File: src/rtl/gpio_pkg.sv
package gpio_pkg;

    localparam int unsigned ADDR_W = 2;

    typedef enum logic [ADDR_W-1:0] {
        A_PINS = 2'd0,
        A_DIR  = 2'd1,
        A_VAL  = 2'd2,
        A_RSVD = 2'd3
    } reg_addr_e;

endpackage

File: src/rtl/gpio_regs.sv
module gpio_regs
    import gpio_pkg::*;
#(
    parameter int unsigned WIDTH = 8,
    localparam int unsigned IDX_W = $clog2(WIDTH)
) (
    input  logic              clk,
    input  logic              rst_n,
    input  logic [ADDR_W-1:0] addr,
    input  logic              wr,
    input  logic [WIDTH-1:0]  wdata,
    input  logic              bitop,
    input  logic [IDX_W-1:0]  bitidx,
    input  logic              bitset,
    output logic [WIDTH-1:0]  dir_q,
    output logic [WIDTH-1:0]  val_q
);

    typedef struct packed {
        logic [WIDTH-1:0] dir;
        logic [WIDTH-1:0] val;
    } regs_t;

    regs_t            st_d, st_q;
    logic [WIDTH-1:0] bit_mask;

    // New register contents for either a full write or a single-bit write
    function automatic logic [WIDTH-1:0] apply_write(input logic [WIDTH-1:0] old);
        if (!bitop)      return wdata;
        else if (bitset) return old | bit_mask;
        else             return old & ~bit_mask;
    endfunction

    always_comb begin
        bit_mask = {{(WIDTH-1){1'b0}}, 1'b1} << bitidx;
        st_d     = st_q;
        if (wr) begin
            case (reg_addr_e'(addr))
                A_DIR:   st_d.dir = apply_write(st_q.dir);
                A_VAL:   st_d.val = apply_write(st_q.val);
                default: ;  // pin levels and unused slot take no writes
            endcase
        end
    end

    always_ff @(posedge clk) begin
        if (!rst_n) st_q <= '0;
        else        st_q <= st_d;
    end

    assign dir_q = st_q.dir;
    assign val_q = st_q.val;

endmodule

File: src/rtl/gpio_sync.sv
module gpio_sync #(
    parameter int unsigned WIDTH  = 8,
    parameter int unsigned STAGES = 2
) (
    input  logic             clk,
    input  logic             rst_n,
    input  logic [WIDTH-1:0] async_in,
    output logic [WIDTH-1:0] sync_q
);

    logic [STAGES-1:0][WIDTH-1:0] chain_d, chain_q;

    always_comb begin
        chain_d[0] = async_in;
        for (int s = 1; s < STAGES; s++) begin
            chain_d[s] = chain_q[s-1];
        end
    end

    always_ff @(posedge clk) begin
        if (!rst_n) chain_q <= '0;
        else        chain_q <= chain_d;
    end

    assign sync_q = chain_q[STAGES-1];

endmodule

File: src/rtl/gpio_pin_ctl.sv
module gpio_pin_ctl (
    input  logic dir_bit,
    input  logic val_bit,
    input  logic pu_off_all,
    input  logic ovr_en,
    input  logic ovr_out,
    input  logic ovr_dir,
    output logic oe,
    output logic out,
    output logic pu
);

    logic oe_eff;

    always_comb begin
        oe_eff = ovr_en ? ovr_dir : dir_bit;
        oe     = oe_eff;
        out    = ovr_en ? ovr_out : val_bit;
        pu     = !oe_eff && val_bit && !pu_off_all;
    end

endmodule

File: src/rtl/gpio_port.sv
module gpio_port
    import gpio_pkg::*;
#(
    parameter int unsigned WIDTH       = 8,
    parameter int unsigned SYNC_STAGES = 2,
    localparam int unsigned IDX_W      = $clog2(WIDTH)
) (
    input  logic              clk,
    input  logic              rst_n,
    input  logic [ADDR_W-1:0] bus_addr,
    input  logic              bus_wr,
    input  logic              bus_rd,
    input  logic [WIDTH-1:0]  bus_wdata,
    input  logic              bus_bitop,
    input  logic [IDX_W-1:0]  bus_bitidx,
    input  logic              bus_bitset,
    output logic [WIDTH-1:0]  bus_rdata,
    input  logic              pu_disable,
    input  logic [WIDTH-1:0]  alt_en,
    input  logic [WIDTH-1:0]  alt_out,
    input  logic [WIDTH-1:0]  alt_dir,
    input  logic [WIDTH-1:0]  pad_in,
    output logic [WIDTH-1:0]  pad_out,
    output logic [WIDTH-1:0]  pad_oe,
    output logic [WIDTH-1:0]  pad_pu
);

    logic [WIDTH-1:0] dir_q;
    logic [WIDTH-1:0] val_q;
    logic [WIDTH-1:0] pins_q;
    logic [WIDTH-1:0] rd_mux;

    gpio_regs #(.WIDTH(WIDTH)) u_regs (
        .clk    (clk),
        .rst_n  (rst_n),
        .addr   (bus_addr),
        .wr     (bus_wr),
        .wdata  (bus_wdata),
        .bitop  (bus_bitop),
        .bitidx (bus_bitidx),
        .bitset (bus_bitset),
        .dir_q  (dir_q),
        .val_q  (val_q)
    );

    gpio_sync #(.WIDTH(WIDTH), .STAGES(SYNC_STAGES)) u_sync (
        .clk      (clk),
        .rst_n    (rst_n),
        .async_in (pad_in),
        .sync_q   (pins_q)
    );

    for (genvar n = 0; n < WIDTH; n++) begin : g_pin
        gpio_pin_ctl u_pin (
            .dir_bit    (dir_q[n]),
            .val_bit    (val_q[n]),
            .pu_off_all (pu_disable),
            .ovr_en     (alt_en[n]),
            .ovr_out    (alt_out[n]),
            .ovr_dir    (alt_dir[n]),
            .oe         (pad_oe[n]),
            .out        (pad_out[n]),
            .pu         (pad_pu[n])
        );
    end

    always_comb begin
        rd_mux = '0;
        if (bus_rd) begin
            case (reg_addr_e'(bus_addr))
                A_PINS:  rd_mux = pins_q;
                A_DIR:   rd_mux = dir_q;
                A_VAL:   rd_mux = val_q;
                default: rd_mux = '0;
            endcase
        end
    end

    assign bus_rdata = rd_mux;

endmodule

File: config.mk
export PLATFORM = sky130hd
export DESIGN_NAME = gpio_port
export DESIGN_NICKNAME = d
export VERILOG_FILES = /design/src/rtl/gpio_pkg.sv /design/src/rtl/gpio_regs.sv /design/src/rtl/gpio_sync.sv /design/src/rtl/gpio_pin_ctl.sv /design/src/rtl/gpio_port.sv
export SDC_FILE = /design/constraint.sdc
export NUM_CORES = 1
export LEC_CHECK = 0
export ABC_AREA = 1
export BUFFER_PORTS_ARGS = -buffer_cell sky130_fd_sc_hd__buf_2
export CORE_MARGIN = 2
export CORE_UTILIZATION = 40
export DETAILED_ROUTE_END_ITERATION = 10
export GPL_TIMING_DRIVEN = 0
export PLACE_DENSITY = 0.8
export SKIP_CTS_REPAIR_TIMING = 1
export SYNTH_ARGS = -nofsm -noshare
export SYNTH_HDL_FRONTEND = slang
export SYNTH_SLANG_ARGS = --single-unit
File: constraint.sdc
create_clock -name clk -period 0.8 [get_ports clk]
set_input_delay 0.04 -clock clk [delete_from_list [all_inputs] [get_ports clk]]
set_output_delay 0.04 -clock clk [all_outputs]
set_load 0.01 [all_outputs]
==> summary.md <==
| Metric | Value |
|---|---|
| VDD IR-drop max | 0.9695 mV |
| Vias/cell | 4.592 |
| Outcome | finished, violations left |
| #FFs+latches synth | 32 |
| CP Launch Type | flop |
| Worst hold margin | -0.002049 ns |
| Worst Skew | 0.0003538 ns |
| Number of antenna violations at the first check in global routing | 0 |
| Measured slew at the worst slew-check pin | 0.6285 ns |
| Drc violations | 0 |
| Largest net degree at the start of global routing | 11 |
| Clk buf depth | 2 |
| GRT overflow | 0 |
| Post-route ant nets | 0 |
| I/O Pins | between 80 and 90 |
| Fmax | between 800 and 900 MHz |
| Max Slew Vio Count | 0 |
| Synth area leader | dfxtp_1 |
| Worst hold path depth | 3 |
| Placed insts | 453 |
| WP data arrival | ~1.1 ns |
| R2r worst-path depth | 5 |
| Most common cell after layout, fill and taps aside | nand2_1 |
| Most frequent cells in the layout | nand2_1 (103), buf_2 (64), nor2_1 (40) |
| Antenna cells | 0 |
| Worst R2R Setup Slack | 0.05 ns |
| DR iter-0 viols | 72 |
| Power density cells | approximately 1500 nW/um2 |
| Core Area | 4692 um2 |
| RSZ-0062 raised after global routing | true |
| Finished Layout Cells | roughly 460 |
| Worst setup EP type | output port |
| Worst hold path type | input pin to flop |
| CP max FO | 3 |
| Final Hold Fails | 1 |
| Syn nets | 370 |
| Iteration count of the initial detailed-routing pass | 4 |
| Sum Neg Setup Slack | -7.866 ns |
| Die height | between 70 and 80 um |
| Skew-Pair Late Insertion Delay | 0.29 ns |
| Synth-to-layout area growth | 42.32% |
| Synth top area share | 33.18% |
| Netlist cell types | 17 |
| Slew headroom | between 50% and 60% |
| Total wire length | 4.933 mm |
| Htree depth | 2 |
| Main area contributors after synthesis | dfxtp_1 (33%), nand2_1 (21%), buf_4 (9.7%) |
| DIE AREA | 5399 um2 |
| Clock transition at path regs | approximately 0.070 ns |
| Via count | 2,103 |
| Root Driver | clkbuf_8 |
| Wire length per cell | 10.77 um |
| Initial cell density of the core | 41.15% |
| Violated checks | hold timing, setup timing |
| # clock sinks | 32 |
| Critical Path RT | approximately 0.76 ns |
| Maximum capacitance violations | 0 |
| CTS buffer count | 5 |
| Port Buffers | 81 |
| Share of cells above drive strength 1 | 42.33% |
| Total chip power | 4.091 mW |
| Avg Synthesized Cell Area | 6.071 um2 |
| Synth Instances | 318 |
| Sequential share of the synthesized area | 33.18% |
| Die W | 73.48 um |
| Final period util | 139.5% |
| Pleak | approximately 1.6 nW |
| Final WS setup | -0.3161 ns |
| Post-route minimum period | about 1.1 ns |
| Post-detail-place hpwl | 3.551 mm |
| Num rows | 25 |
| Ys Warns | 0 |
| Gr usage total | 17.97% |
| Synth Cell Area | 1931 um2 |
| Routability congestion estimate from global placement | 0.9033 |
| First-pass GRT wire length | 7.272 mm |
| Final setup viols | 32 |
| WS Path Type | flop to output port |
| Nets | around 460 |
| CTS tree | built |
| Place WS | -0.3074 ns |
| Vias in the first global route | 1,679 |
==> worst paths after layout <==
path	startpoint	to
max	flop	bus_rdata[7]
min	rst_n	flop
max reg2reg	flop	flop
min reg2reg	u_sync.chain_d[10]	u_sync.sync_q[2]
==> Yosys cell counts <==
| cell | count |
|---|---|
| nand2_1 | 106 |
| inv_1 | 47 |
| nor2_1 | 41 |
| o21ai_0 | 36 |
| dfxtp_1 | 32 |
| buf_4 | 25 |
| nand3_1 | 9 |
| nor3_1 | 8 |
| nand2_2 | 4 |
| clkbuf_1 | 2 |
| nand2_4 | 2 |
| buf_1 | 1 |
| clkbuf_4 | 1 |
| inv_2 | 1 |
| nor2_4 | 1 |
| nor2_8 | 1 |
| o211ai_1 | 1 |
==> final cells by class <==
cell class                 instances  area, um2
inverter                          48      185.2
fill                             460       1944
multi-input combinational        209       1010
clock buffer                       6      72.57
sequential                        32      661.9
buffer                            13      86.33
clock inverter                     2      35.03
timing repair buffer              94      629.4
tap                               54      67.56
==> metrics by stage <==
step	util (%)	cell area (um2)	hold slack (ns)
6_report	58.56	2748	-0.002049
5_1_grt	58.56	2748	0.01438
4_1_cts	53.52	2511	-0.08623
3_5_place_dp	51.23	2404	0.2209
3_3_place_gp	51.23	2404	0.2213
2_1_floorplan	-	1931	0.1335
==> per-layer routing <==
layer / part of all wire [%] / vias to the layer above / track usage [%] / wire (um)
met5: 0 / - / 0 / 0
met4: 3.9 / 0 / 6.667 / 192
met3: 7.7 / 15 / 6.310 / 380
met2: 49 / 69 / 30.75 / 2404
met1: 40 / 902 / 20.51 / 1956
li1: - / 1117 / - / -
==> power breakdown <==
group / internal (mW) / switching (mW) / total, mW
combinational: 0.407 / 0.467 / 0.875
clock: 0.923 / 0.600 / 1.52
sequential: 1.67 / 0.0239 / 1.69
==> critical path, cell delays in order, from the launching register on <==
cell and delay, ns:
dfxtp_1 0.32, inv_2 0.05, o211ai_1 0.18, nand2_1 0.07
inv_1 0.05, buf_2 0.11
==> kinds of logic after synthesis <==
| group | synth area share, % |
|---|---|
| AND/OR/NAND/NOR | 37.07 |
| flip-flops | 33.18 |
| AO/OA/AOI/OAI | 9.721 |
| buffers and inverters | 20.03 |
Power figures use the tool's default switching activity.
